File: src/rtl/gkl_pkg.sv
package gkl_pkg;

  localparam int          REG_W    = 32;
  localparam logic [15:0] LOCK_KEY = 16'hD42F;

  // Register byte offsets
  localparam int OFS_LOCK     = 'h00;
  localparam int OFS_DIN      = 'h04;
  localparam int OFS_MODE1    = 'h08;
  localparam int OFS_MODE0    = 'h0C;
  localparam int OFS_DSET     = 'h14;
  localparam int OFS_DCLR     = 'h18;
  localparam int OFS_MODE1CLR = 'h50;
  localparam int OFS_MODE0SET = 'h54;
  localparam int OFS_MODE0CLR = 'h58;

  // One-hot write strobes from the address decoder
  typedef struct packed {
    logic lock;
    logic mode1;
    logic mode0;
    logic mode1_clr;
    logic mode0_set;
    logic mode0_clr;
    logic dset;
    logic dclr;
  } gkl_wr_t;

  function automatic logic key_hit(input logic [REG_W-1:0] wd);
    return wd[15:0] == LOCK_KEY;
  endfunction

  function automatic logic release_hit(input logic [REG_W-1:0] wd);
    return wd == '0;
  endfunction

  // Pad drive table: enable for {m1,m0} with data d
  function automatic logic pad_enable(input logic m1, input logic m0, input logic d);
    case ({m1, m0})
      2'b00:   return 1'b0;
      2'b01:   return 1'b1;
      2'b10:   return ~d;
      default: return d;
    endcase
  endfunction

  // Driven level; forced to 0 whenever the pad floats
  function automatic logic pad_level(input logic m1, input logic m0, input logic d);
    logic lvl;
    case ({m1, m0})
      2'b01:   lvl = d;
      2'b11:   lvl = 1'b1;
      default: lvl = 1'b0;
    endcase
    return lvl & pad_enable(m1, m0, d);
  endfunction

endpackage

File: src/rtl/gkl_lock_ctrl.sv
module gkl_lock_ctrl
  import gkl_pkg::*;
(
  input  logic             clk,
  input  logic             rst_n,
  input  logic             wr_lock,
  input  logic [REG_W-1:0] wdata,
  output logic             lock_active
);

  logic acquire;
  logic release_req;

  assign acquire     = wr_lock && key_hit(wdata);
  assign release_req = wr_lock && release_hit(wdata);

  always_ff @(posedge clk or negedge rst_n) begin
    if (!rst_n)           lock_active <= 1'b0;
    else if (acquire)     lock_active <= 1'b1;
    else if (release_req) lock_active <= 1'b0;
  end

endmodule

File: src/rtl/gkl_mode_regs.sv
module gkl_mode_regs
  import gkl_pkg::*;
#(
  parameter int NUM_PINS = 32
) (
  input  logic                clk,
  input  logic                rst_n,
  input  logic                lock_active,
  input  gkl_wr_t             wr,
  input  logic [NUM_PINS-1:0] wbits,
  output logic [NUM_PINS-1:0] mode0_q,
  output logic [NUM_PINS-1:0] mode1_q
);

  logic [NUM_PINS-1:0] mode0_d;
  logic [NUM_PINS-1:0] mode1_d;

  always_comb begin
    mode0_d = mode0_q;
    mode1_d = mode1_q;
    if (lock_active) begin
      if (wr.mode0)          mode0_d = wbits;
      else if (wr.mode0_set) mode0_d = mode0_q | wbits;
      else if (wr.mode0_clr) mode0_d = mode0_q & ~wbits;
      if (wr.mode1)          mode1_d = wbits;
      else if (wr.mode1_clr) mode1_d = mode1_q & ~wbits;
    end
  end

  always_ff @(posedge clk or negedge rst_n) begin
    if (!rst_n) begin
      mode0_q <= '0;
      mode1_q <= '0;
    end else begin
      mode0_q <= mode0_d;
      mode1_q <= mode1_d;
    end
  end

endmodule

File: src/rtl/gkl_data_regs.sv
module gkl_data_regs
  import gkl_pkg::*;
#(
  parameter int NUM_PINS   = 32,
  parameter int SYNC_DEPTH = 2
) (
  input  logic                clk,
  input  logic                rst_n,
  input  gkl_wr_t             wr,
  input  logic [NUM_PINS-1:0] wbits,
  input  logic [NUM_PINS-1:0] pad_in,
  output logic [NUM_PINS-1:0] dout_q,
  output logic [NUM_PINS-1:0] din_sync
);

  logic [NUM_PINS-1:0] sync_q [SYNC_DEPTH];

  always_ff @(posedge clk or negedge rst_n) begin
    if (!rst_n)       dout_q <= '0;
    else if (wr.dset) dout_q <= dout_q | wbits;
    else if (wr.dclr) dout_q <= dout_q & ~wbits;
  end

  for (genvar s = 0; s < SYNC_DEPTH; s++) begin : g_sync
    always_ff @(posedge clk or negedge rst_n) begin
      if (!rst_n) sync_q[s] <= '0;
      else        sync_q[s] <= (s == 0) ? pad_in : sync_q[(s == 0) ? 0 : s - 1];
    end
  end

  assign din_sync = sync_q[SYNC_DEPTH-1];

endmodule

File: src/rtl/gkl_pad_drive.sv
module gkl_pad_drive
  import gkl_pkg::*;
#(
  parameter int NUM_PINS = 32
) (
  input  logic [NUM_PINS-1:0] mode0,
  input  logic [NUM_PINS-1:0] mode1,
  input  logic [NUM_PINS-1:0] dout,
  output logic [NUM_PINS-1:0] pad_oe,
  output logic [NUM_PINS-1:0] pad_out
);

  for (genvar p = 0; p < NUM_PINS; p++) begin : g_pin
    assign pad_oe[p]  = pad_enable(mode1[p], mode0[p], dout[p]);
    assign pad_out[p] = pad_level(mode1[p], mode0[p], dout[p]);
  end

endmodule

File: src/rtl/gkl_bank.sv
module gkl_bank
  import gkl_pkg::*;
#(
  parameter int NUM_PINS = 32,
  parameter int ADDR_W   = 8
) (
  input  logic                clk,
  input  logic                rst_n,
  input  logic [ADDR_W-1:0]   reg_addr,
  input  logic                reg_we,
  input  logic [REG_W-1:0]    reg_wdata,
  output logic [REG_W-1:0]    reg_rdata,
  input  logic [NUM_PINS-1:0] pad_in,
  output logic [NUM_PINS-1:0] pad_oe,
  output logic [NUM_PINS-1:0] pad_out
);

  localparam int SYNC_DEPTH = 2;

  // Named internal events, observed by the bound checker
  gkl_wr_t             wr;
  logic                lock_active;
  logic [NUM_PINS-1:0] wbits;
  logic [NUM_PINS-1:0] mode0_q;
  logic [NUM_PINS-1:0] mode1_q;
  logic [NUM_PINS-1:0] dout_q;
  logic [NUM_PINS-1:0] din_sync;

  assign wbits = reg_wdata[NUM_PINS-1:0];

  function automatic logic hit(input logic [ADDR_W-1:0] a, input int ofs);
    return a == ADDR_W'(ofs);
  endfunction

  always_comb begin
    wr           = '0;
    wr.lock      = reg_we && hit(reg_addr, OFS_LOCK);
    wr.mode1     = reg_we && hit(reg_addr, OFS_MODE1);
    wr.mode0     = reg_we && hit(reg_addr, OFS_MODE0);
    wr.mode1_clr = reg_we && hit(reg_addr, OFS_MODE1CLR);
    wr.mode0_set = reg_we && hit(reg_addr, OFS_MODE0SET);
    wr.mode0_clr = reg_we && hit(reg_addr, OFS_MODE0CLR);
    wr.dset      = reg_we && hit(reg_addr, OFS_DSET);
    wr.dclr      = reg_we && hit(reg_addr, OFS_DCLR);
  end

  gkl_lock_ctrl u_lock (
    .clk         (clk),
    .rst_n       (rst_n),
    .wr_lock     (wr.lock),
    .wdata       (reg_wdata),
    .lock_active (lock_active)
  );

  gkl_mode_regs #(.NUM_PINS(NUM_PINS)) u_mode (
    .clk         (clk),
    .rst_n       (rst_n),
    .lock_active (lock_active),
    .wr          (wr),
    .wbits       (wbits),
    .mode0_q     (mode0_q),
    .mode1_q     (mode1_q)
  );

  gkl_data_regs #(.NUM_PINS(NUM_PINS), .SYNC_DEPTH(SYNC_DEPTH)) u_data (
    .clk      (clk),
    .rst_n    (rst_n),
    .wr       (wr),
    .wbits    (wbits),
    .pad_in   (pad_in),
    .dout_q   (dout_q),
    .din_sync (din_sync)
  );

  gkl_pad_drive #(.NUM_PINS(NUM_PINS)) u_pad (
    .mode0   (mode0_q),
    .mode1   (mode1_q),
    .dout    (dout_q),
    .pad_oe  (pad_oe),
    .pad_out (pad_out)
  );

  // Read multiplexer; unimplemented bits and offsets read zero
  always_comb begin
    reg_rdata = '0;
    if (hit(reg_addr, OFS_LOCK))       reg_rdata[REG_W-1]    = lock_active;
    else if (hit(reg_addr, OFS_DIN))   reg_rdata[NUM_PINS-1:0] = din_sync;
    else if (hit(reg_addr, OFS_MODE1)) reg_rdata[NUM_PINS-1:0] = mode1_q;
    else if (hit(reg_addr, OFS_MODE0)) reg_rdata[NUM_PINS-1:0] = mode0_q;
    else if (hit(reg_addr, OFS_DSET))  reg_rdata[NUM_PINS-1:0] = dout_q;
  end

endmodule

File: config.mk
export PLATFORM = sky130hd
export DESIGN_NAME = gkl_bank
export DESIGN_NICKNAME = d
export VERILOG_FILES = /design/src/rtl/gkl_pkg.sv /design/src/rtl/gkl_lock_ctrl.sv /design/src/rtl/gkl_mode_regs.sv /design/src/rtl/gkl_data_regs.sv /design/src/rtl/gkl_pad_drive.sv /design/src/rtl/gkl_bank.sv
export SDC_FILE = /design/constraint.sdc
export NUM_CORES = 1
export LEC_CHECK = 0
export ABC_AREA = 1
export CAP_MARGIN = 5
export CORE_MARGIN = 2
export CORE_UTILIZATION = 37
export CTS_BUF_LIST = sky130_fd_sc_hd__clkbuf_4 sky130_fd_sc_hd__clkbuf_8
export DETAILED_ROUTE_END_ITERATION = 10
export GPL_ROUTABILITY_DRIVEN = 0
export GPL_TIMING_DRIVEN = 0
export SETUP_SLACK_MARGIN = 0.15
export SKIP_CTS_REPAIR_TIMING = 1
export SLEW_MARGIN = 20
export SYNTH_ARGS = -nofsm -noshare
export SYNTH_HDL_FRONTEND = slang
export SYNTH_HIERARCHICAL = 1
export SYNTH_SLANG_ARGS = --single-unit
File: constraint.sdc
create_clock -name clk -period 2 [get_ports clk]
set_input_delay 0.6 -clock clk [delete_from_list [all_inputs] [get_ports clk]]
set_output_delay 0.6 -clock clk [all_outputs]
set_load 0.03 [all_outputs]
==> results of run 1 <==
## metrics by stage
stage / cells / setup TNS [ps] / hold slack, ps / instance area [um^2] / utilization (%)
2_1_floorplan: 1267 / -1060 / 304.4 / 9643 / -
3_3_place_gp: 1761 / -1231220 / 331.3 / 11750 / 48.03
3_5_place_dp: 1762 / -140180 / 334.7 / 11780 / 48.17
4_1_cts: 1794 / -121480 / 75.30 / 12150 / 49.67
5_1_grt: 1886 / -21010 / 74.71 / 14340 / 58.63
6_report: 1887 / -17530 / 59.80 / 14340 / 58.64
## cell type report
type | instances | area [um^2]
diodes | 1 | 2.502
plain buffers | 88 | 983.4
clock buffers | 20 | 269.0
clock inverters | 12 | 98.84
fillers | 2132 | 10120
inverters | 92 | 427.9
multi-input cells | 927 | 5244
flip-flops and latches | 161 | 4080
well taps | 324 | 405.4
repair buffers | 262 | 2833
## worst min path at each step
stage                           to              start  cells after the start
5_1_grt          u_data/sync_q[39]              rst_n                      1
3_5_place_dp   u_data/din_sync[11]  u_data/sync_q[43]                      0
4_1_cts          u_data/sync_q[39]              rst_n                      1
6_report         u_data/sync_q[38]              rst_n                      1
2_1_floorplan            async pin              rst_n                      0
3_3_place_gp    u_data/din_sync[9]  u_data/sync_q[41]                      0
## power groups by stage
stage / clock network (mW) / logic [mW] / registers [mW]
4_1_cts: 2.37 / 0.602 / 3.40
6_report: 2.30 / 0.736 / 3.40
2_1_floorplan: 0 / 0.241 / 3.45
5_1_grt: 2.53 / 0.797 / 3.42
3_3_place_gp: 0 / 0.583 / 3.47
3_5_place_dp: 0 / 0.599 / 3.47
## cells in the final DEF (no fill, tap or decap), types with 13 or more instances in the layout
master	instances
clkbuf_8	19
nand3_2	27
buf_12	14
nand2_4	18
nor2_4	66
nand3b_1	30
nand3_1	170
inv_2	34
clkbuf_16	13
nor2_2	71
nand2_1	363
dfrtp_2	41
dfrtp_1	120
nand2_2	114
nor2_1	45
inv_1	49
buf_8	18
buf_4	97
clkdlybuf4s50_1	65
buf_6	130
## cell families (layout without fill, tap and decap cells)
group / after synthesis / in the layout
buf+inv: 180 / 474
flops: 161 / 161
simple gates: 926 / 927
other cells: 0 / 1
## layer usage
| metal | track usage, % | wire (um) | vias to the layer above |
|---|---|---|---|
| li1 | - | - | 4493 |
| met2 | 35.53 | 15410 | 382 |
| met5 | 0 | 0 | - |
| met4 | 5.873 | 446 | 0 |
| met3 | 3.438 | 2639 | 33 |
| met1 | 31.22 | 13520 | 4422 |
==> results.toml, run 1 <==
[critical_path]
cp_top_family = "buffers and inverters"
cp_common_cell = "buf_6"
critical_path_arrival_ps = 1880
cp_cell_sequence = "buf_8 > inv_12 > nand2_8 > nor2_4 > buf_6 > clkbuf_16 > clkinvlp_4 > nor2_2 > nand2_2 > nand3_4 > buf_6"
critical_path_peak_fanout = 5
crit_path_start = "reg_addr[7]"
slowest_stage_delay_cp_ps = 220
regToRegStartpoint = "u_lock/lock_active"
stages_on_the_worst_setup_path = 11
crit_path_start_kind = "input port"
critical_path_class = "input port to output port"
crit_path_end = "reg_rdata[31]"
cp_data_required_time_ps = 1400
worst_r2r_path_depth = 5
slowest_stage = "nor2_4"
cp-end-kind = "output port"
worst-path-buf-inv = 6
r2r_setup_slack_ps = 760

[yosys]
yosys-mux-area-fraction_pct = 0
synth-edff-count = 0
synth_top_cell_by_area = "dfrtp_1"
synth_top_family_by_area = "simple AND/OR/NAND/NOR gates"
synth_area_per_cell_um2 = 7.323
post_synth_instance_area_um2 = 9278
yosys-top-cells-count = "nand2_1 (431), nand3_1 (186), dfrtp_1 (161), nor2_1 (145), inv_1 (80)"
post_synth_inst_count = 1267
compound_cell_area_share_of_the_yosys_netlist_pct = 0
ys_seq_area_share_pct = 43.43
ys_async_sr_fraction_pct = 100.0
synth_most_common_cell = "nand2_1"
syn_nets = 1342
synthAdderAreaFrac_pct = 0
synth.yosys.warnings = 6
ys_seq_elements = 161
synth_largest_type_area_fraction_pct = 43.43
synth_xor_area_share_pct = 0
post_synth_and_or_nand_nor_area_fraction_pct = 45.77
synth.lib_cells_used.distinct = 22
dominantRegCellSynth = "dfrtp_1"
synth.top_cells.by_area = "dfrtp_1 (43%), nand2_1 (17%), nand3_1 (10%)"

[global_route]
number_of_global_route_vias_before_repair = 8223
grt.total_usage_pct = 22.11
antenna_found_initial = 1
grt-ovfl-total = 0
grt_first_pass_wirelength_um = 45050
grt_max_degree = 93

[cts]
cts_made_buffers = 17
clock_tree.buffer_depth = 2
clock_latency_ps = 480
cts_tree = "yes"
cts_num_sinks = 161
clkTransAtPathRegs_ps = 100
cts_root_buf = "clkbuf_8"
ctsHtreeMaxLevel = 4

[power]
power_mw = 6.444
seq_power_share_pct = 52.8
power.static_leakage_nw = 6.748
vdd_drop_max_uv = 289.3
power_switching_mw = 1.802
power_report.internal_total_mw = 4.642
power.share.switching_pct = 27.96
share_clk_of_total_power_pct = 35.7
cellPowerDensity_nw_per_um2 = 449.3
power.combinational.fraction_pct = 11.4

[place]
io_buffer_count = 170
hpwlAfterDp_um = 20000
placement.setup.worst_slack_ps = -1576

[timing]
timing.final.max_slew_violations = 0
achievable-frequency_ghz = 0.4038
finalCritPeriodShare_pct = 123.8
report.final.hold_viol_count = 0
tightestPinTransition_ps = 573.8
max-slew-margin-rel_pct = 61.75
post-route-worst-setup-slack_ps = -476.3
rsz0062_at_grt = "true"
setup_viol_count_final = 64
finalWorstPathRequiredPeriod_ps = 2476
worst_clock_skew_ps = 12.41

[outcome]
violations = "negative setup slack"
outcome = "finished, violations left"

[drt]
drt_iter0_drc = 716
detail_route.first_pass.iterations = 5
vias_per_cell = 4.944
route.detailed.wl_per_inst_um = 16.97
route.antenna.remaining_nets = 0
route.vias.total = 9330
route.detailed.drc = 0
routed_wirelength_um = 32020

[floorplanning]
floorplan_core_area_um2 = 24460
die_width_um = 162.4
core.rowCount = 57
die_h_um = 162.4
design.die.area_um2 = 26360
num_io_pins = 171
initial_core_util_pct = 37.93

[flow_run]
drv_cap = 0

[layout]
finalNetCount = 1624
flow.area_growth_from_synthesis_pct = 54.61
layout-drive-gt1-share_pct = 45.26

[worst_hold_path]
worst_hold_path_type = "input port to async pin"
Note: power is estimated with default switching activity, not from simulation.
==> run 2: changes to the inputs <==
DONT_BUFFER_PORTS = 1   (was not set)
PLACE_DENSITY = 0.56   (was not set)
==> run 2 against run 1 <==
Net effect: the run ends with negative hold slack, negative setup slack left; via count shrank 8.4%; worst hold slack lost 230 ps; sequential share of layout area grew 4.6 points; register-to-register slack better by 20 ps; global-route usage up 0.14 points; routed wire length shrank 2.9%; clock skew is 0.84 ps lower; flip-flop and latch count did not move; critical path depth fell by 2; first-iteration DRC count is 12% lower; non-clock buffer count is 201 lower; critical endpoint is now reg_rdata[20]; largest power group unchanged.
==> results.toml, run 2 (same netlist as run 1, synthesis figures left out) <==
[flow_run]
drv_cap = 0

[floorplanning]
num_io_pins = 171
initial_core_util_pct = 37.93
floorplan_core_area_um2 = 24460
die_h_um = 162.4
design.die.area_um2 = 26360
core.rowCount = 57
die_width_um = 162.4

[cts]
clkTransAtPathRegs_ps = 90
cts_root_buf = "clkbuf_8"
cts_num_sinks = 161
cts_made_buffers = 17
cts_tree = "yes"
clock_latency_ps = 460
ctsHtreeMaxLevel = 4
clock_tree.buffer_depth = 2

[drt]
route.detailed.drc = 0
route.detailed.wl_per_inst_um = 18.46
route.vias.total = 8542
drt_iter0_drc = 633
detail_route.first_pass.iterations = 5
route.antenna.remaining_nets = 0
routed_wirelength_um = 31100
vias_per_cell = 5.069

[global_route]
antenna_found_initial = 0
grt_first_pass_wirelength_um = 44860
grt-ovfl-total = 0
number_of_global_route_vias_before_repair = 7906
grt.total_usage_pct = 22.25
grt_max_degree = 162

[timing]
report.final.hold_viol_count = 161
setup_viol_count_final = 32
rsz0062_at_grt = "true"
tightestPinTransition_ps = 438.6
post-route-worst-setup-slack_ps = -283.3
max-slew-margin-rel_pct = 70.67
finalWorstPathRequiredPeriod_ps = 2283
finalCritPeriodShare_pct = 114.2
timing.final.max_slew_violations = 0
worst_clock_skew_ps = 11.57
fin_hold_ws_ps = -168.7
fin_setup_tns_ps = -8123
achievable-frequency_ghz = 0.4380

[layout]
layout-drive-gt1-share_pct = 42.32
flow.area_growth_from_synthesis_pct = 33.63
layout.cells.most_common_list = "nand2_1 (377), nand3_1 (155), dfrtp_1 (106)"
fillers = 2354
finalNetCount = 1423
mostFrequentLayoutCell = "nand2_1"
number_of_diodes_added_for_antenna_fixing = 0

[worst_hold_path]
worst_hold_path_type = "input port to async pin"

[outcome]
violations = "negative hold slack, negative setup slack"
outcome = "finished, violations left"

[critical_path]
crit_path_start_kind = "input port"
critical_path_peak_fanout = 5
critical_path_class = "input port to output port"
critical_path_arrival_ps = 1680
cp-end-kind = "output port"
cp_data_required_time_ps = 1400

[power]
vdd_drop_max_uv = 272.9
power.static_leakage_nw = 5.592
power_mw = 6.336
cellPowerDensity_nw_per_um2 = 511.0

[place]
io_buffer_count = 0
hpwlAfterDp_um = 19520
-- run 2: cell count changes in the layout (fill, tap and decap cells not counted), moves of 22 or more --
cell,delta
nor2_2,-22
buf_6,-104
nand2_2,-61
nand2_4,+46
clkdlybuf4s50_1,-65
-- run 2: report_power, final --
part	leakage, nW	internal (mW)	switching [mW]
Combinational	3.39	0.191	0.229
Clock	0.200	1.23	1.28
Sequential	2.00	3.35	0.0574
-- run 2: through the flow --
| stage | hold WS [ps] | util [%] | area, um^2 | instances | setup WS (ps) |
|---|---|---|---|---|---|
| after global placement | 314.8 | 41.08 | 10050 | 1591 | -345.5 |
| final | -168.7 | 50.68 | 12400 | 1685 | -283.3 |
| after global routing | -203.4 | 50.68 | 12400 | 1685 | -328.8 |
| after detailed placement | 313.7 | 41.08 | 10050 | 1591 | -371.4 |
| after CTS | -198.4 | 42.70 | 10450 | 1623 | -357.4 |
| after floorplan | 304.4 | - | 9643 | 1267 | -49.29 |
-- run 2: per-layer routing --
layer | track usage [%] | share of wire (%) | up-vias
met1 | 28.99 | 42 | 4130
met3 | 6.341 | 8.2 | 47
met2 | 35.90 | 47 | 292
met5 | 0 | 0 | -
li1 | - | - | 4073
met4 | 7.039 | 2.6 | 0
-- run 2: worst max-delay path, cell delays in order --
cell and delay (ps):
clkinv_16 30, nand2_8 50, nor2_4 210, clkbuf_16 210, clkbuf_16 160, nand3_1 80
nand2_1 90, nor2_2 60, nor2_4 190
-- run 2: final cells by class --
type / instances / area, um^2 / area share [%]
repair buffers: 61 / 668.1 / 5.389
flip-flops and latches: 161 / 4098 / 33.05
plain buffers: 88 / 858.3 / 6.923
well taps: 324 / 405.4 / 3.270
clock inverters: 9 / 106.4 / 0.8578
inverters: 92 / 430.4 / 3.472
multi-input cells: 927 / 5540 / 44.69
clock buffers: 23 / 291.5 / 2.351
-- run 2: worst paths after layout --
| kind | startpoint | cells past startpoint | to | slack, ps |
|---|---|---|---|---|
| setup / recovery | reg_addr[7] | 9 | reg_rdata[20] | -280 |
| hold / removal | rst_n | 0 | u_data/din_sync[26] | -170 |
| setup reg to reg | u_lock/lock_active | 4 | u_mode/mode1_q[21] | 780 |
| hold reg to reg | u_data/sync_q[41] | 0 | u_data/din_sync[9] | 350 |
| max in group asynchronous | rst_n | 0 | u_mode/mode1_q[14] | 1890 |
| min in group clk | pad_in[14] | 0 | u_data/sync_q[46] | 150 |
==> run 3: changes to the inputs <==
GPL_TIMING_DRIVEN = 1   (was 0)
SLEW_MARGIN = 0   (was 20)
==> run 3 against run 2 <==
Net effect: the flow still finishes with violations (negative hold slack, negative setup slack); combinational power shrank 13%; critical path depth is the same; cell area is 4.0% lower; worst hold slack worse by 2.3 ps; clock skew decreased by 1.4 ps; via count is 3.6% lower; critical path type unchanged; critical endpoint is now reg_rdata[17]; highest routed layer unchanged.
==> results.toml, run 3 (same netlist as run 1, synthesis figures left out) <==
[outcome]
outcome = "finished, violations left"
violations = "negative hold slack, negative setup slack"

[place]
hpwlAfterDp_um = 18210
placed_cell_area_um2 = 10050
io_buffer_count = 0

[layout]
final-seq-area_um2 = 4076
core_utilization_of_the_finished_layout_pct = 48.64
multiInputGateArea_um2 = 5436
finalNetCount = 1373
post-route-cell-area_um2 = 11900
mostFrequentLayoutCell = "nand2_1"
fillers = 2396
number_of_diodes_added_for_antenna_fixing = 0
layout.cells.most_common_list = "nand2_1 (379), nand3_1 (154), dfrtp_1 (123)"
flow.area_growth_from_synthesis_pct = 28.24
layout-drive-gt1-share_pct = 37.15

[critical_path]
crit_path_start_kind = "input port"
critical_path_peak_fanout = 8
cp-end-kind = "output port"
cp_top_family = "simple AND/OR/NAND/NOR gates"
critical_path_class = "input port to output port"
worst_r2r_path_depth = 4
critical_path_arrival_ps = 1680
slowest_stage = "nor2_4"
reg2reg_to = "u_mode/mode1_q[4]"
slowest_stage_delay_cp_ps = 210
cp_data_required_time_ps = 1400
stages_on_the_worst_setup_path = 9
crit_path_end = "reg_rdata[17]"
regToRegStartpoint = "u_lock/lock_active"
cp_common_cell = "nor2_4"
crit_path_start = "reg_addr[3]"
cp_cell_sequence = "inv_2 > nand2_2 > nor2_4 > buf_6 > clkbuf_16 > nand3_1 > nand2_1 > nor2_2 > nor2_4"
r2r_setup_slack_ps = 550
worst-path-buf-inv = 3

[timing]
fin_setup_tns_ps = -6990
post-route-worst-setup-slack_ps = -281.6
tightestPinTransition_ps = 510.3
finalCritPeriodShare_pct = 114.1
finalWorstPathRequiredPeriod_ps = 2282
report.final.hold_viol_count = 161
fin_hold_ws_ps = -171.1
setup_viol_count_final = 32
timing.final.max_slew_violations = 0
rsz0062_at_grt = "true"
worst_clock_skew_ps = 10.16
max-slew-margin-rel_pct = 65.98
achievable-frequency_ghz = 0.4383

[power]
power.static_leakage_nw = 5.362
vdd_drop_max_uv = 282.4
cellPowerDensity_nw_per_um2 = 509.1

[global_route]
grt_peak_use_layer = "met2"
globalRouteMet1Util_pct = 27.79
grt_first_pass_wirelength_um = 41590
number_of_global_route_vias_before_repair = 7270
grt.total_usage_pct = 20.57
met2_usage_pct = 33.60
grt_max_degree = 162
antenna_found_initial = 0
grt-ovfl-total = 0
met3_usage_pct = 5.118

[worst_hold_path]
worst_hold_path_type = "input port to async pin"

[cts]
clkTransAtPathRegs_ps = 100
cts_tree = "yes"
cts_root_buf = "clkbuf_8"
ctsHtreeMaxLevel = 4
clock_latency_ps = 450
cts_made_buffers = 17
clock_tree.buffer_depth = 2
cts_num_sinks = 161

[drt]
drt_iter0_drc = 592
route.detailed.drc = 0
route.detailed.wl_per_inst_um = 18.02
detail_route.first_pass.iterations = 6
route.antenna.remaining_nets = 0
route.vias.total = 8234
routed_wirelength_um = 29470
vias_per_cell = 5.036

[floorplanning]
floorplan_core_area_um2 = 24460
initial_core_util_pct = 37.93
die_width_um = 162.4
design.die.area_um2 = 26360
core.rowCount = 57
num_io_pins = 171
die_h_um = 162.4

[flow_run]
drv_cap = 0
[run 3: changes by cell type in the layout (fill, tap and decap cells not counted), moves of 12 or more]
cell | before | now
buf_6 | 26 | 10
dfrtp_1 | 106 | 123
dfrtp_2 | 55 | 38
buf_12 | 7 | 19
buf_4 | 90 | 61
nor2_1 | 60 | 77
nor2_2 | 49 | 32
[run 3: layout make-up]
class	instances	area share, %
multi-input cells	926	45.69
flip-flops and latches	161	34.26
clock inverters	13	0.8518
repair buffers	100	9.927
inverters	92	3.712
well taps	324	3.407
clock buffers	19	2.145
[run 3: layer usage]
metal,vias up,wire [um]
met1,3967,12830
li1,3992,-
met2,253,14230
met5,-,0
met3,22,2106
met4,0,294
[run 3: how the worst min path moves through the flow]
stage	end	from	slack, ps	depth (start not counted)
after global placement	u_data/din_sync[26]	rst_n	310	0
after CTS	u_data/sync_q[38]	rst_n	-210	0
after detailed placement	u_data/din_sync[26]	rst_n	310	0
final	u_data/din_sync[26]	rst_n	-170	0
after floorplan	async pin	rst_n	300	0
after global routing	u_data/din_sync[26]	rst_n	-220	0
[run 3: metrics by stage]
step / instances / hold WS [ps] / setup slack (ps) / total power, mW
final: 1635 / -171.1 / -281.6 / 6.057
after CTS: 1592 / -211.9 / -244.3 / 6.034
after global placement: 1560 / 312.7 / -264.6 / 3.730
after floorplan: 1267 / 304.4 / -49.29 / 3.693
after detailed placement: 1560 / 313.5 / -240.5 / 3.739
after global routing: 1635 / -224.3 / -319.9 / 6.341
[run 3: power breakdown]
part           switching [mW]  internal, mW
logic                   0.210         0.155
registers              0.0587          3.35
clock network            1.36         0.922
total                    1.63          4.43
